[src/rtl/cld_fault_pkg.sv]
package cld_fault_pkg;
  localparam int DEF_PAIRS         = 2;
  localparam int DEF_OUTS_PER_PAIR = 2;
  localparam int SYNC_STAGES       = 2;
endpackage

[src/rtl/cld_sync.sv]
module cld_sync import cld_fault_pkg::*; #(
  parameter int W = 1
) (
  input  logic         clk_i,
  input  logic         rst_ni,
  input  logic [W-1:0] d_i,
  output logic [W-1:0] q_o
);
  logic [W-1:0] stg_q [SYNC_STAGES];

  always_ff @(posedge clk_i or negedge rst_ni) begin
    if (!rst_ni) begin
      for (int i = 0; i < SYNC_STAGES; i++) stg_q[i] <= '0;
    end else begin
      stg_q[0] <= d_i;
      for (int i = 1; i < SYNC_STAGES; i++) stg_q[i] <= stg_q[i-1];
    end
  end

  assign q_o = stg_q[SYNC_STAGES-1];
endmodule

[src/rtl/cld_pair_latch.sv]
module cld_pair_latch #(
  parameter int OUTS = 2
) (
  input  logic            clk_i,
  input  logic            rst_ni,
  input  logic [OUTS-1:0] oc_i,
  input  logic            rise_i,
  output logic            latched_o
);
  logic cond;
  assign cond = |oc_i;

  // set has priority; release needs a reset edge with the pair clean
  always_ff @(posedge clk_i or negedge rst_ni) begin
    if (!rst_ni)                         latched_o <= 1'b0;
    else if (cond)                       latched_o <= 1'b1;
    else if (latched_o && rise_i)        latched_o <= 1'b0;
  end
endmodule

[src/rtl/cld_global_latch.sv]
module cld_global_latch #(
  parameter int NUM_PAIRS = 2
) (
  input  logic                 clk_i,
  input  logic                 rst_ni,
  input  logic                 cond_i,
  input  logic [NUM_PAIRS-1:0] rise_i,
  output logic                 latched_o
);
  logic [NUM_PAIRS-1:0] seen_q, seen_nxt;
  assign seen_nxt = seen_q | rise_i;

  // each pair's reset edge is remembered only while the condition is absent
  always_ff @(posedge clk_i or negedge rst_ni) begin
    if (!rst_ni) begin
      latched_o <= 1'b0;
      seen_q    <= '0;
    end else if (cond_i) begin
      latched_o <= 1'b1;
      seen_q    <= '0;
    end else if (latched_o) begin
      if (&seen_nxt) begin
        latched_o <= 1'b0;
        seen_q    <= '0;
      end else begin
        seen_q    <= seen_nxt;
      end
    end else begin
      seen_q <= '0;
    end
  end
endmodule

[src/rtl/cld_fault_latch.sv]
module cld_fault_latch import cld_fault_pkg::*; #(
  parameter  int NUM_PAIRS     = DEF_PAIRS,
  parameter  int OUTS_PER_PAIR = DEF_OUTS_PER_PAIR,
  localparam int NUM_OUT       = NUM_PAIRS * OUTS_PER_PAIR
) (
  input  logic                 clk_i,
  input  logic                 rst_ni,
  input  logic [NUM_OUT-1:0]   oc_raw_i,
  input  logic                 tw_raw_i,
  input  logic                 te_raw_i,
  input  logic                 uv_assert_raw_i,
  input  logic                 uv_release_raw_i,
  input  logic [NUM_PAIRS-1:0] pair_rst_n_i,
  output logic [NUM_OUT-1:0]   hiz_o,
  output logic                 tw_pd_o,
  output logic                 err_pd_o,
  output logic [NUM_PAIRS-1:0] oc_pd_o
);
  localparam int SW = NUM_OUT + NUM_PAIRS + 4;

  logic [SW-1:0]        raw_all, syn_all;
  logic [NUM_OUT-1:0]   oc_s;
  logic                 tw_s, te_s, uv_a_s, uv_r_s;
  logic [NUM_PAIRS-1:0] pair_rst_s, pair_rst_q, pair_rise;
  logic                 uv_cond, gflt;
  logic [NUM_PAIRS-1:0] ocl;

  assign raw_all = {pair_rst_n_i, uv_release_raw_i, uv_assert_raw_i,
                    te_raw_i, tw_raw_i, oc_raw_i};

  cld_sync #(.W(SW)) i_sync (
    .clk_i  (clk_i),
    .rst_ni (rst_ni),
    .d_i    (raw_all),
    .q_o    (syn_all)
  );

  assign {pair_rst_s, uv_r_s, uv_a_s, te_s, tw_s, oc_s} = syn_all;

  always_ff @(posedge clk_i or negedge rst_ni) begin
    if (!rst_ni) pair_rst_q <= '0;
    else         pair_rst_q <= pair_rst_s;
  end
  assign pair_rise = pair_rst_s & ~pair_rst_q;

  // hysteretic supply state
  always_ff @(posedge clk_i or negedge rst_ni) begin
    if (!rst_ni)      uv_cond <= 1'b0;
    else if (uv_a_s)  uv_cond <= 1'b1;
    else if (uv_r_s)  uv_cond <= 1'b0;
  end

  cld_global_latch #(.NUM_PAIRS(NUM_PAIRS)) i_glob (
    .clk_i     (clk_i),
    .rst_ni    (rst_ni),
    .cond_i    (te_s | uv_cond),
    .rise_i    (pair_rise),
    .latched_o (gflt)
  );

  for (genvar p = 0; p < NUM_PAIRS; p++) begin : g_pair
    cld_pair_latch #(.OUTS(OUTS_PER_PAIR)) i_pair (
      .clk_i     (clk_i),
      .rst_ni    (rst_ni),
      .oc_i      (oc_s[p*OUTS_PER_PAIR +: OUTS_PER_PAIR]),
      .rise_i    (pair_rise[p]),
      .latched_o (ocl[p])
    );
  end

  for (genvar o = 0; o < NUM_OUT; o++) begin : g_out
    assign hiz_o[o] = gflt | ocl[o/OUTS_PER_PAIR] | ~pair_rst_s[o/OUTS_PER_PAIR];
  end

  assign tw_pd_o  = tw_s;
  assign err_pd_o = gflt;
  assign oc_pd_o  = ocl;
endmodule

[config.mk]
export PLATFORM = sky130hd
export DESIGN_NAME = cld_fault_latch
export DESIGN_NICKNAME = d
export VERILOG_FILES = /design/src/rtl/cld_fault_pkg.sv /design/src/rtl/cld_sync.sv /design/src/rtl/cld_pair_latch.sv /design/src/rtl/cld_global_latch.sv /design/src/rtl/cld_fault_latch.sv
export SDC_FILE = /design/constraint.sdc
export NUM_CORES = 1
export LEC_CHECK = 0
export BUFFER_PORTS_ARGS = -buffer_cell sky130_fd_sc_hd__buf_2
export CORE_MARGIN = 3
export CORE_UTILIZATION = 45
export CTS_CLUSTER_DIAMETER = 60
export CTS_CLUSTER_SIZE = 40
export DETAILED_ROUTE_END_ITERATION = 7
export PLACE_DENSITY = 0.68
export SYNTH_ARGS = -nofsm -noshare
export SYNTH_HDL_FRONTEND = slang
export SYNTH_HIERARCHICAL = 1
export SYNTH_SLANG_ARGS = --single-unit
[constraint.sdc]
create_clock -name clk_i -period 2.2 [get_ports clk_i]
set_clock_uncertainty 0.05 [all_clocks]
set_input_delay 0.22 -clock clk_i [delete_from_list [all_inputs] [get_ports clk_i]]
set_output_delay 0.22 -clock clk_i [all_outputs]
set_load 0.01 [all_outputs]
## After elaboration in Yosys (flattened, before gate mapping)

Cells that the tools add are included.

| word-level totals | value |
|---|---|
| logic and storage cells | 38 |
| output and inout port bits | 8 |
| register bits after elaboration | 28 |

| operators by class | value |
|---|---|
| bitwise operators | 10 |
| muxes and demuxes | 12 |
| reduce and logical (&&, ||, !) cells | 8 |

Operators by type and width:

| cell | number |
|---|---|
| $mux 1 | 9 |
| $mux 2 | 3 |
| $reduce_bool 2->1 | 3 |
| $or 1x1->1 | 5 |
| $reduce_or 2->1 | 2 |
| $and 2x2->2 | 1 |
| $logic_and 1x1->1 | 2 |
| $not 1->1 | 2 |
| $not 2->2 | 1 |
| $or 2x2->2 | 1 |
| $reduce_and 2->1 | 1 |

## Depth between registers and ports, before layout

Gate-level depths: netlist (run 1).

| logic depth | value |
|---|---|
| depth after elaboration | 7 |
| mapped depth | 4 |
| gate-level depth less buffers | 3 |

## By module

The synthesis (run 1) kept the hierarchy.

Modules (own cells, without submodules):

| module | area an instance (sq um) | sequential area each (sq um) | instances | cells an instance |
|---|---|---|---|---|
| cld_sync | 575.6 | 500.5 | 1 | 30 |
| cld_fault_latch | 136.4 | 75.1 | 1 | 14 |
| cld_global_latch | 136.4 | 75.1 | 1 | 10 |
| cld_pair_latch | 37.5 | 25.0 | 2 | 4 |

## Worst setup path after synthesis (run 1)

OpenSTA, ideal clock, no wires.

| path | value |
|---|---|
| kind | reg2reg |
| start | reg i_sync.stg_q (netlist bit i_sync/q_o[8]) |
| end | reg i_glob.latched_o |
| setup time | 119 ps |
| clock period less this slack | 1133 ps |
| data arrival time | 965 ps |
| setup slack | 1067 ps |
| path buffers | 1 |
| cell stages (with the launch flop) | 5 |
| cell sequence | dfrtp_1 -> buf_4 -> nor2b_1 -> o22ai_1 -> a21o_2 |

| between the ends | value |
|---|---|
| longest elaborated chain between the ends | 6 |

Ends and longest elaborated chain:

| item | RTL line | source |
|---|---|---|
| start: declaration | cld_sync.sv:9 | `logic [W-1:0] stg_q [SYNC_STAGES];` |
| $and 2x2->2 | cld_fault_latch.sv:44 | `assign pair_rise = pair_rst_s & ~pair_rst_q;` |
| net pair_rise[0] | cld_fault_latch.sv:24 | `logic [NUM_PAIRS-1:0] pair_rst_s, pair_rst_q, pair_rise;` |
| $or 2x2->2 | cld_global_latch.sv:11 | `assign seen_nxt = seen_q \| rise_i;` |
| $reduce_and 2->1 | cld_global_latch.sv:22 | `if (&seen_nxt) begin` |
| $mux 1 | cld_global_latch.sv:22 |  |
| $mux 1 | cld_global_latch.sv:21 | `end else if (latched_o) begin` |
| $mux 1 | cld_global_latch.sv:18 | `end else if (cond_i) begin` |
| end signal: assignment | cld_global_latch.sv:16 | `latched_o <= 1'b0;` |
| end signal: assignment | cld_global_latch.sv:19 | `latched_o <= 1'b1;` |
| end signal: assignment | cld_global_latch.sv:23 | `latched_o <= 1'b0;` |
| end: declaration | cld_global_latch.sv:8 | `output logic latched_o` |

The timed path passes the listed nets, and every way through them passes these cells.
A chain may end at the register's enable or synchronous reset.

## Worst setup path after layout (run 1)

| path | value |
|---|---|
| start | reg i_glob.latched_o |
| end | out hiz_o[1] |

| between the ends | value |
|---|---|
| longest elaborated chain between the ends | 2 |

Ends and longest elaborated chain:

| item | RTL line | source |
|---|---|---|
| $or 1x1->1 (2 in a row) | cld_fault_latch.sv:72 | `assign hiz_o[o] = gflt \| ocl[o/OUTS_PER_PAIR] \| ~pair_rst_s[o/OUTS_PER_PAIR];` |
| end: declaration | cld_fault_latch.sv:14 | `output logic [NUM_OUT-1:0] hiz_o,` |

Every way passes these cells.

==> results of run 1 <==
[worst max-delay path by stage]
stage	end	slack, ns	depth (start not counted)
2_1_floorplan	i_glob/latched_o	1.07	4
3_3_place_gp	i_glob/latched_o	1.07	3
3_5_place_dp	i_glob/latched_o	1.00	3
4_1_cts	hiz_o[1]	0.81	3
5_1_grt	hiz_o[0]	0.74	3
6_report	hiz_o[1]	0.84	3
[cell families (layout without fill, tap and decap cells)]
| kind of cell | Yosys count | count (layout) | share of synthesized area [%] |
|---|---|---|---|
| AO/OA/AOI/OAI | 5 | 5 | 3.659 |
| buffers and inverters | 15 | 37 | 10.98 |
| flip-flops | 28 | 28 | 75.88 |
| AND/OR/NAND/NOR | 14 | 14 | 9.485 |
[flip-flops by register name, indices dropped and copies added (netlist names)]
name and flops:
uv_cond 1, i_glob/seen_q 2, i_sync/q_o 10, i_sync/stg_q 10, i_glob/latched_o 1, pair_rst_q 2
g_pair.i_pair/latched_o 2
[where the power goes]
| group | leakage, µW | switching, µW | internal [µW] |
|---|---|---|---|
| Combinational | 0.000169 | 22.2 | 27.7 |
| Clock | 0.0000210 | 129 | 101 |
| Sequential | 0.000322 | 8.24 | 538 |
[timing repair]
action,CTS,global route
endpoints found under the setup margin,0,0
hold endpoints to repair,38,0
hold buffers,11,0
[placed cells by master, fill, tap and decap left out]
cell and n:
clkbuf_4 3, nor2_1 6, a21o_2 2, nand2b_4 1
nor4_2 2, dlygate4sd3_1 11, buf_2 19, nor2b_1 2
clkbuf_8 1, o21ai_1 2, inv_1 3, dfrtp_1 28
or2_1 1, o22ai_1 1, nand2_1 2
[through the flow]
step / cell area [µm²] / util [%]
floorplan: 923.4 / -
global placement: 959.7 / 52.18
detailed placement: 959.7 / 52.18
CTS: 1106 / 60.14
global route: 1106 / 60.14
finish: 1106 / 60.14
[metal layers]
layer	vias up	global-route usage, %
met5	-	0
met4	0	7.860
met3	2	3.499
met2	15	17.60
met1	220	11.22
li1	225	-
[worst register-to-register path, cell delays in order, from the launching register on]
cell	delay, ns
dfrtp_1	0.39
nor2b_1	0.33
o22ai_1	0.14
a21o_2	0.22
[Yosys cell counts]
| cell | instances | area share [%] |
|---|---|---|
| inv_1 | 3 | 1.2 |
| o22ai_1 | 1 | 0.68 |
| nand2_1 | 2 | 0.81 |
| or2_1 | 1 | 0.68 |
| a21o_2 | 2 | 1.9 |
| dfrtp_1 | 28 | 76 |
| buf_4 | 12 | 9.8 |
| o21ai_1 | 2 | 1.1 |
| nor2b_1 | 2 | 1.4 |
| nor2_1 | 6 | 2.4 |
| nor4_2 | 2 | 2.7 |
| nand2b_4 | 1 | 1.5 |
[cell type report]
| cell class | instances | area (µm²) |
|---|---|---|
| repair buffers | 30 | 205.2 |
| flip-flops and latches | 28 | 700.7 |
| multi-input cells | 19 | 121.4 |
| fillers | 171 | 733.2 |
| well taps | 25 | 31.28 |
| clock buffers | 4 | 36.28 |
| inverters | 3 | 11.26 |
==> reports/qor.yml, run 1 <==
placed_design:
  pre_cts_ws_ns: 1.001
  dp_hpwl_um: 763.8
  globalplace.congestion: 0.6928
  dp_cells: 94
  portBuffers: 19
min_path:
  min_to: "i_sync/q_o[1]"
  hold_class: "reg2reg"
  hold_path_startpoint: "i_sync/stg_q[11]"
  hold_depth: 0
timing:
  rsz0062_at_grt: "no"
  fmax_mhz: 732.7
  setup_viol: 0
  holdWs_ns: 0.3131
  setup_ws_ns: 0.8353
  period_needed_ns: 1.365
  tightest_slew_ns: 0.5692
  hold_viol_final: 0
  slew_viol_final: 0
  slew_headroom_pct: 62.05
  final.period_utilization_pct: 62.03
  finalSetupTns_ns: 0
global_routing:
  grt_max_degree: 29
  overflow: 0
  antenna_found_initial: 0
  grt_pass1_vias: 485
  grt_pass1_wl_um: 1932
  grtUsageTotal_pct: 10.64
critical_path:
  critPathMaxStageDelay_ns: 0.47
  reg2reg_to: "i_glob/latched_o"
  crit_start: "i_glob/latched_o"
  r2r_start: "i_sync/q_o[9]"
  cp_slowest_cell: "dfrtp_1"
  worstPathArrival_ns: 1.09
  worstPathCellList: "nor2_1, nand2_1, buf_2"
  worstPathBufferInverterCount: 1
  start_kind: "flop"
  r2r_cells: 3
  cp_top_family: "flip-flops"
  critPathMaxFanout: 5
  crit_type: "reg2out"
  endpoint_kind: "primary output"
  regToRegSetupSlack_ns: 0.97
  cp.required_ns: 1.93
detailed_routing:
  drcViolationCount: 0
  wl_met1_um: 468
  wirelength_um: 1111
  highest_layer: "met4"
  drt_iter0_markers: 1
  drt.antenna.violating_nets: 0
  detail_route.first_pass.iterations: 4
  viasPerCell: 4.239
  routedWlPerCell_um: 10.19
  wl_met3_um: 61
  vias: 462
  wl_met2_um: 556
outcome:
  status: "completed"
clock_tree:
  cts_buffers: 3
  clock_sinks: 28
  cts.repair.resized: 0
  clkLatencyLatePin_ns: 0.30
  cts_tree: "built"
  root_buffer: "clkbuf_4"
  h-tree-depth: 1
  path_clk_slew_ns: 0.13
  cts_setup_buffers: 0
  clk_path_buf_depth: 2
logic_synthesis:
  ys_seq_area_share_pct: 75.88
  ys_ff_latch: 28
  syn_area_um2: 923.4
  synthesis.nets: 74
  synth_cell_type_count: 12
  syn_area_per_cell_um2: 14.89
  netlist_instances: 62
  synth_warnings: 6
cells_and_area:
  final_nets: 97
  final_layout_size_suffix_gt1_share_pct: 33.33
  insertedDiodeCount: 0
  area_delta_synth_final_pct: 19.78
  instances_no_fill: 109
die:
  start_util_pct: 50.20
  ios: 20
  core_area_mm2: 0.001839
  dieArea_mm2: 0.002632
  rows: 15
  fp.dieW_um: 51.30
  die_h_um: 51.30
run:
  cap_violations: 0
power:
  power_density_mw_per_mm2: 746.6
  total_power_uw: 825.8
  irDropWorstVdd_v: 0.0005101
  power.leakage_uw: 0.0005123
(Power assumes the default switching activity.)
==> inputs of run 2 (changes only) <==
Clock period 2.2 ns to 1.3 ns, I/O delays scaled along.
==> run 2 against run 1 <==
Via count is 2.2% higher. Final cell count is 1.8% higher. Hold slack worse by 0.028 ns. Routed wire length is 2.0% higher. Clock power is 69% higher. Critical path depth stayed put. Flip-flop and latch count stayed put. Global-route usage stayed put. Critical endpoint is now hiz_o[2]. Largest cell class unchanged. Highest routed layer unchanged.
==> reports/qor.yml, run 2 (synthesis gave the netlist of run 1 again) <==
cells_and_area:
  regArea_um2: 701.9  # was 700.7 µm²
  multi_input_area_um2: 123.9  # was 121.4 µm²
  instances_no_fill: 111  # was 109
  final_common_cell: "dfrtp_1"  # unchanged
  final_cell_area_mm2: 0.001125  # was 0.001106 mm²
  final_layout_size_suffix_gt1_share_pct: 37.21  # was 33.33%
  fillers: 168  # was 171
  layout_common_cells: "dfrtp_1 (27), buf_2 (19), dlygate4sd3_1 (11)"  # was dfrtp_1 (28), buf_2 (19), dlygate4sd3_1 (11)
  area_delta_synth_final_pct: 21.82  # was 19.78%
  final_nets: 99  # was 97
  insertedDiodeCount: 0  # unchanged
clock_tree:
  clkLatencyLatePin_ns: 0.30  # about the same
  clock_sinks: 28  # unchanged
  root_buffer: "clkbuf_4"  # unchanged
  path_clk_slew_ns: 0.13  # about the same
  cts_buffers: 3  # unchanged
  h-tree-depth: 1  # unchanged
  clk_path_buf_depth: 2  # unchanged
  cts_tree: "built"  # unchanged
global_routing:
  grtUsageTotal_pct: 10.64  # unchanged
  grt_max_degree: 29  # unchanged
  grt_pass1_vias: 485  # unchanged
  overflow: 0  # unchanged
  antenna_found_initial: 0  # unchanged
  grt_pass1_wl_um: 1932  # unchanged
critical_path:
  cp.required_ns: 1.12  # was 1.93 ns
  crit_start: "i_glob/latched_o"  # unchanged
  endpoint_kind: "primary output"  # unchanged
  r2r_cells: 3  # unchanged
  worstPathArrival_ns: 1.04  # was 1.09 ns
  start_kind: "flop"  # unchanged
  regToRegSetupSlack_ns: 0.12  # was 0.97 ns
  r2r_start: "i_sync/q_o[8]"  # was i_sync/q_o[9]
  reg2reg_to: "i_glob/latched_o"  # unchanged
  critPathMaxFanout: 4  # was 5
  crit_type: "reg2out"  # unchanged
  crit_path_end: "hiz_o[2]"  # was hiz_o[1]
min_path:
  hold_class: "in2async"  # was reg2reg
timing:
  fmax_mhz: 818.8
  final.period_utilization_pct: 93.94
  slew_viol_final: 0  # unchanged
  setup_ws_ns: 0.07876  # was 0.8353 ns
  slew_headroom_pct: 62.02  # was 62.05%
  period_needed_ns: 1.221
  tightest_slew_ns: 0.5698  # was 0.5692 ns
  hold_viol_final: 0  # unchanged
  setup_viol: 0  # unchanged
placed_design:
  pre_cts_ws_ns: 0.1006  # was 1.001 ns
  dp_hpwl_um: 763.8  # unchanged
  dp_cells: 94  # unchanged
  detailed_place.area_um2: 959.7  # unchanged
  portBuffers: 19  # unchanged
  globalplace.congestion: 0.6929  # was 0.6928
detailed_routing:
  detail_route.first_pass.iterations: 4  # unchanged
  drcViolationCount: 0  # unchanged
  vias: 472  # was 462
  viasPerCell: 4.252  # was 4.239
  drt.antenna.violating_nets: 0  # unchanged
  wirelength_um: 1133  # was 1111 µm
  drt_iter0_markers: 1  # unchanged
  routedWlPerCell_um: 10.21  # was 10.19 µm
power:
  total_power_uw: 1400  # was 825.8 µW
  power_density_mw_per_mm2: 1245  # was 746.6 mW/mm²
  irDropWorstVdd_v: 0.0008631  # was 0.0005101 V
  power.leakage_uw: 0.0005215  # was 0.0005123 µW
die:
  start_util_pct: 50.20  # unchanged
  dieArea_mm2: 0.002632  # unchanged
  ios: 20  # unchanged
  fp.dieW_um: 51.30  # unchanged
  die_h_um: 51.30  # unchanged
  rows: 15  # unchanged
  core_area_mm2: 0.001839  # unchanged
outcome:
  status: "completed"  # unchanged
run:
  cap_violations: 0  # unchanged
==> run 2: routing by layer <==
layer | global-route usage, % | vias up | part of all wire (%)
met5 | 0 | - | 0
met4 | 7.860 | 0 | 2.1
met3 | 3.499 | 2 | 5.4
met2 | 17.60 | 15 | 50
met1 | 11.22 | 227 | 42
li1 | - | 228 | -
==> run 2: repair_timing <==
action	4_1_cts	5_1_grt
setup buffers	0	2
gates resized for setup	1	1
hold buffers	11	0
endpoints found under the hold margin	38	0
endpoints found under the setup margin	2	5
pin swaps	0	1
==> run 2: how the worst min path moves through the flow <==
stage | from | endpoint | slack (ns) | depth (start not counted)
finish | rst_ni | i_sync/q_o[8] | 0.28 | 2
global route | rst_ni | i_sync/q_o[8] | 0.32 | 2
CTS | rst_ni | pair_rst_q[0] | 0.30 | 2
detailed placement | rst_ni | i_sync/q_o[8] | 0.11 | 1
global placement | rst_ni | i_sync/stg_q[18] | 0.11 | 1
floorplan | rst_ni | g_pair[0].i_pair/latched_o | -0.22 | 0
==> run 2: final cells by class <==
type | count | share of cell area [%]
Multi-Input combinational cell | 19 | 11.01
Clock buffer | 4 | 3.226
Tap cell | 25 | 2.781
Timing Repair Buffer | 32 | 19.58
Sequential cell | 28 | 62.40
Inverter | 3 | 1.001
==> run 2: per-stage QoR <==
step	TNS, ns	hold WS, ns	util (%)
3_3_place_gp	0	0.1078	52.18
2_1_floorplan	0	-0.2156	-
5_1_grt	-0.001016	0.3178	61.16
4_1_cts	0	0.3013	60.20
3_5_place_dp	0	0.1094	52.18
6_report	0	0.2848	61.16
==> run 2: critical path: stages (launching register included) <==
cell and delay (ns):
dfrtp_2 0.45, nor2_1 0.09, nand2_1 0.07, buf_2 0.14
==> run 2: report_power, final <==
part           switching [µW]  total, µW  internal (µW)  leakage, µW
registers                13.9        925            911     0.000322
logic                    37.9       86.2           48.3     0.000179
clock network             219        389            171    0.0000210
==> inputs of run 3 (changes only) <==
Settings changed: PLACE_DENSITY 0.68 to 0.79.
==> run 3 against run 2 <==
Final area shrank 2.1%. Sequential power is essentially flat. Final cell count shrank 1.8%. Combinational power is essentially flat. Critical endpoint is now hiz_o[1]. Routed wire length grew 16%. Non-clock buffer count shrank 1. Die area is the same.
==> reports/qor.yml, run 3 (synthesis gave the netlist of run 1 again) <==
outcome:
  status: "completed"  # unchanged
global_routing:
  grt_pass1_vias: 480  # was 485
  grtUsageTotal_pct: 11.72  # was 10.64%
  antenna_found_initial: 0  # unchanged
  overflow: 0  # unchanged
  grt_pass1_wl_um: 2173  # was 1932 µm
  grt_max_degree: 29  # unchanged
detailed_routing:
  routedWlPerCell_um: 12.08  # was 10.21 µm
  detail_route.first_pass.iterations: 4  # unchanged
  drt.antenna.violating_nets: 0  # unchanged
  drt_iter0_markers: 6  # was 1
  vias: 471  # was 472
  viasPerCell: 4.321  # was 4.252
  wirelength_um: 1317  # was 1133 µm
  drcViolationCount: 0  # unchanged
timing:
  tightest_slew_ns: 0.5848  # was 0.5698 ns
  final.period_utilization_pct: 95.91  # was 93.94%
  rsz0062_at_grt: "yes"
  setup_ws_ns: 0.05311  # was 0.07876 ns
  holdWs_ns: 0.2765  # was 0.2848 ns
  slew_viol_final: 0  # unchanged
  hold_viol_final: 0  # unchanged
  slew_headroom_pct: 61.02  # was 62.02%
  fmax_mhz: 802.0  # was 818.8 MHz
  setup_viol: 0  # unchanged
  period_needed_ns: 1.247  # was 1.221 ns
die:
  start_util_pct: 50.20  # unchanged
  rows: 15  # unchanged
  ios: 20  # unchanged
  fp.dieW_um: 51.30  # unchanged
  core_area_mm2: 0.001839  # unchanged
  dieArea_mm2: 0.002632  # unchanged
  die_h_um: 51.30  # unchanged
placed_design:
  portBuffers: 19  # unchanged
  dp_hpwl_um: 846  # was 763.8 µm
  pre_cts_ws_ns: 0.1027  # was 0.1006 ns
  dp_cells: 94  # unchanged
  globalplace.congestion: 0.7023  # was 0.6929
critical_path:
  crit_type: "reg2out"  # unchanged
  regToRegSetupSlack_ns: 0.07  # was 0.12 ns
  critPathMaxFanout: 5  # was 4
  cp.required_ns: 1.12  # about the same
  start_kind: "flop"  # unchanged
  endpoint_kind: "primary output"  # unchanged
  worstPathArrival_ns: 1.07  # was 1.04 ns
cells_and_area:
  final_layout_size_suffix_gt1_share_pct: 34.52  # was 37.21%
  final_common_cell: "dfrtp_1"  # unchanged
  final_nets: 98  # was 99
  layout_common_cells: "dfrtp_1 (27), buf_2 (19), dlygate4sd3_1 (11)"  # unchanged
  fillers: 159  # was 168
  instances_no_fill: 109  # was 111
  insertedDiodeCount: 0  # unchanged
  area_delta_synth_final_pct: 19.24  # was 21.82%
min_path:
  hold_class: "in2async"  # unchanged
power:
  total_power_uw: 1339  # was 1400 µW
  seqPwrFrac_pct: 69.1  # was 66.0%
  clockPowerShare_pct: 24.4  # was 27.8%
  p_int_uw: 1066  # was 1130 µW
  switchingPower_uw: 272.8  # was 270.5 µW
  power_density_mw_per_mm2: 1216  # was 1245 mW/mm²
  power.leakage_uw: 0.0005090  # was 0.0005215 µW
  power_frac_comb_pct: 6.4  # was 6.2%
  irDropWorstVdd_v: 0.0007058  # was 0.0008631 V
  switching_share_pct: 20.37  # was 19.32%
clock_tree:
  h-tree-depth: 1  # unchanged
  clkLatencyLatePin_ns: 0.31  # was 0.30 ns
  clk_path_buf_depth: 2  # unchanged
  cts_tree: "built"  # unchanged
  clock_sinks: 28  # unchanged
  root_buffer: "clkbuf_4"  # unchanged
  cts_buffers: 3  # unchanged
  path_clk_slew_ns: 0.14  # was 0.13 ns
run:
  cap_violations: 0  # unchanged
[run 3: cell types whose count changed in the layout (fill, tap and decap cells not counted)]
cell	previous run	this run
clkbuf_8	1	0
nor2b_1	1	2
nor2b_2	1	0
buf_4	2	1
[run 3: path summary, 6_finish.rpt]
| kind | from | to | cells after the start |
|---|---|---|---|
| worst max-delay path | i_glob/latched_o | hiz_o[1] | 3 |
| worst min-delay path | rst_ni | g_pair[1].i_pair/latched_o | 2 |
| worst max register to register | i_sync/q_o[8] | i_glob/latched_o | 3 |
| worst min register to register | i_sync/stg_q[19] | i_sync/q_o[9] | 0 |
| max in group asynchronous | rst_ni | i_glob/latched_o | 2 |
| min in group clk_i | i_sync/stg_q[19] | i_sync/q_o[9] | 0 |
[run 3: final cells by class]
type / instances / area, µm² / area share (%)
inverters: 3 / 11.26 / 1.023
multi-input cells: 19 / 121.4 / 11.02
well taps: 25 / 31.28 / 2.841
clock buffers: 3 / 22.52 / 2.045
repair buffers: 31 / 212.7 / 19.32
flip-flops and latches: 28 / 701.9 / 63.75
[run 3: stage by stage]
stage	util (%)	setup TNS, ns	cell area (µm²)
finish	59.86	0	1101
detailed placement	52.18	0	959.7
floorplan	-	0	923.4
global placement	52.18	0	959.7
global route	59.86	-0.1314	1101
CTS	59.46	0	1094
[run 3: repair_timing]
item | CTS | global route
gates resized for setup | 1 | 0
endpoints found under the hold margin | 38 | 0
hold buffers | 11 | 0
pin swaps | 0 | 4
setup endpoints to repair | 2 | 4
buffers inserted | 0 | 1
[run 3: worst max-delay path, cell delays in order, from the launching register on]
cell and delay [ns]:
dfrtp_2 0.46, nor2_1 0.09, nand2_1 0.07, buf_2 0.14
[run 3: layer usage]
layer / track usage (%) / share of wire (%)
met1: 14.76 / 44
met2: 19.31 / 52
met3: 3.499 / 4.6
met4: 3.930 / 0
met5: 0 / 0
[run 3: power groups by stage]
stage | registers [µW] | logic [µW] | clock network, µW
after CTS | 927 | 86.3 | 338
after detailed placement | 944 | 60.9 | 0
final | 926 | 86.3 | 327
after global routing | 931 | 97.7 | 383
after global placement | 940 | 58.7 | 0
after floorplan | 939 | 43.2 | 0
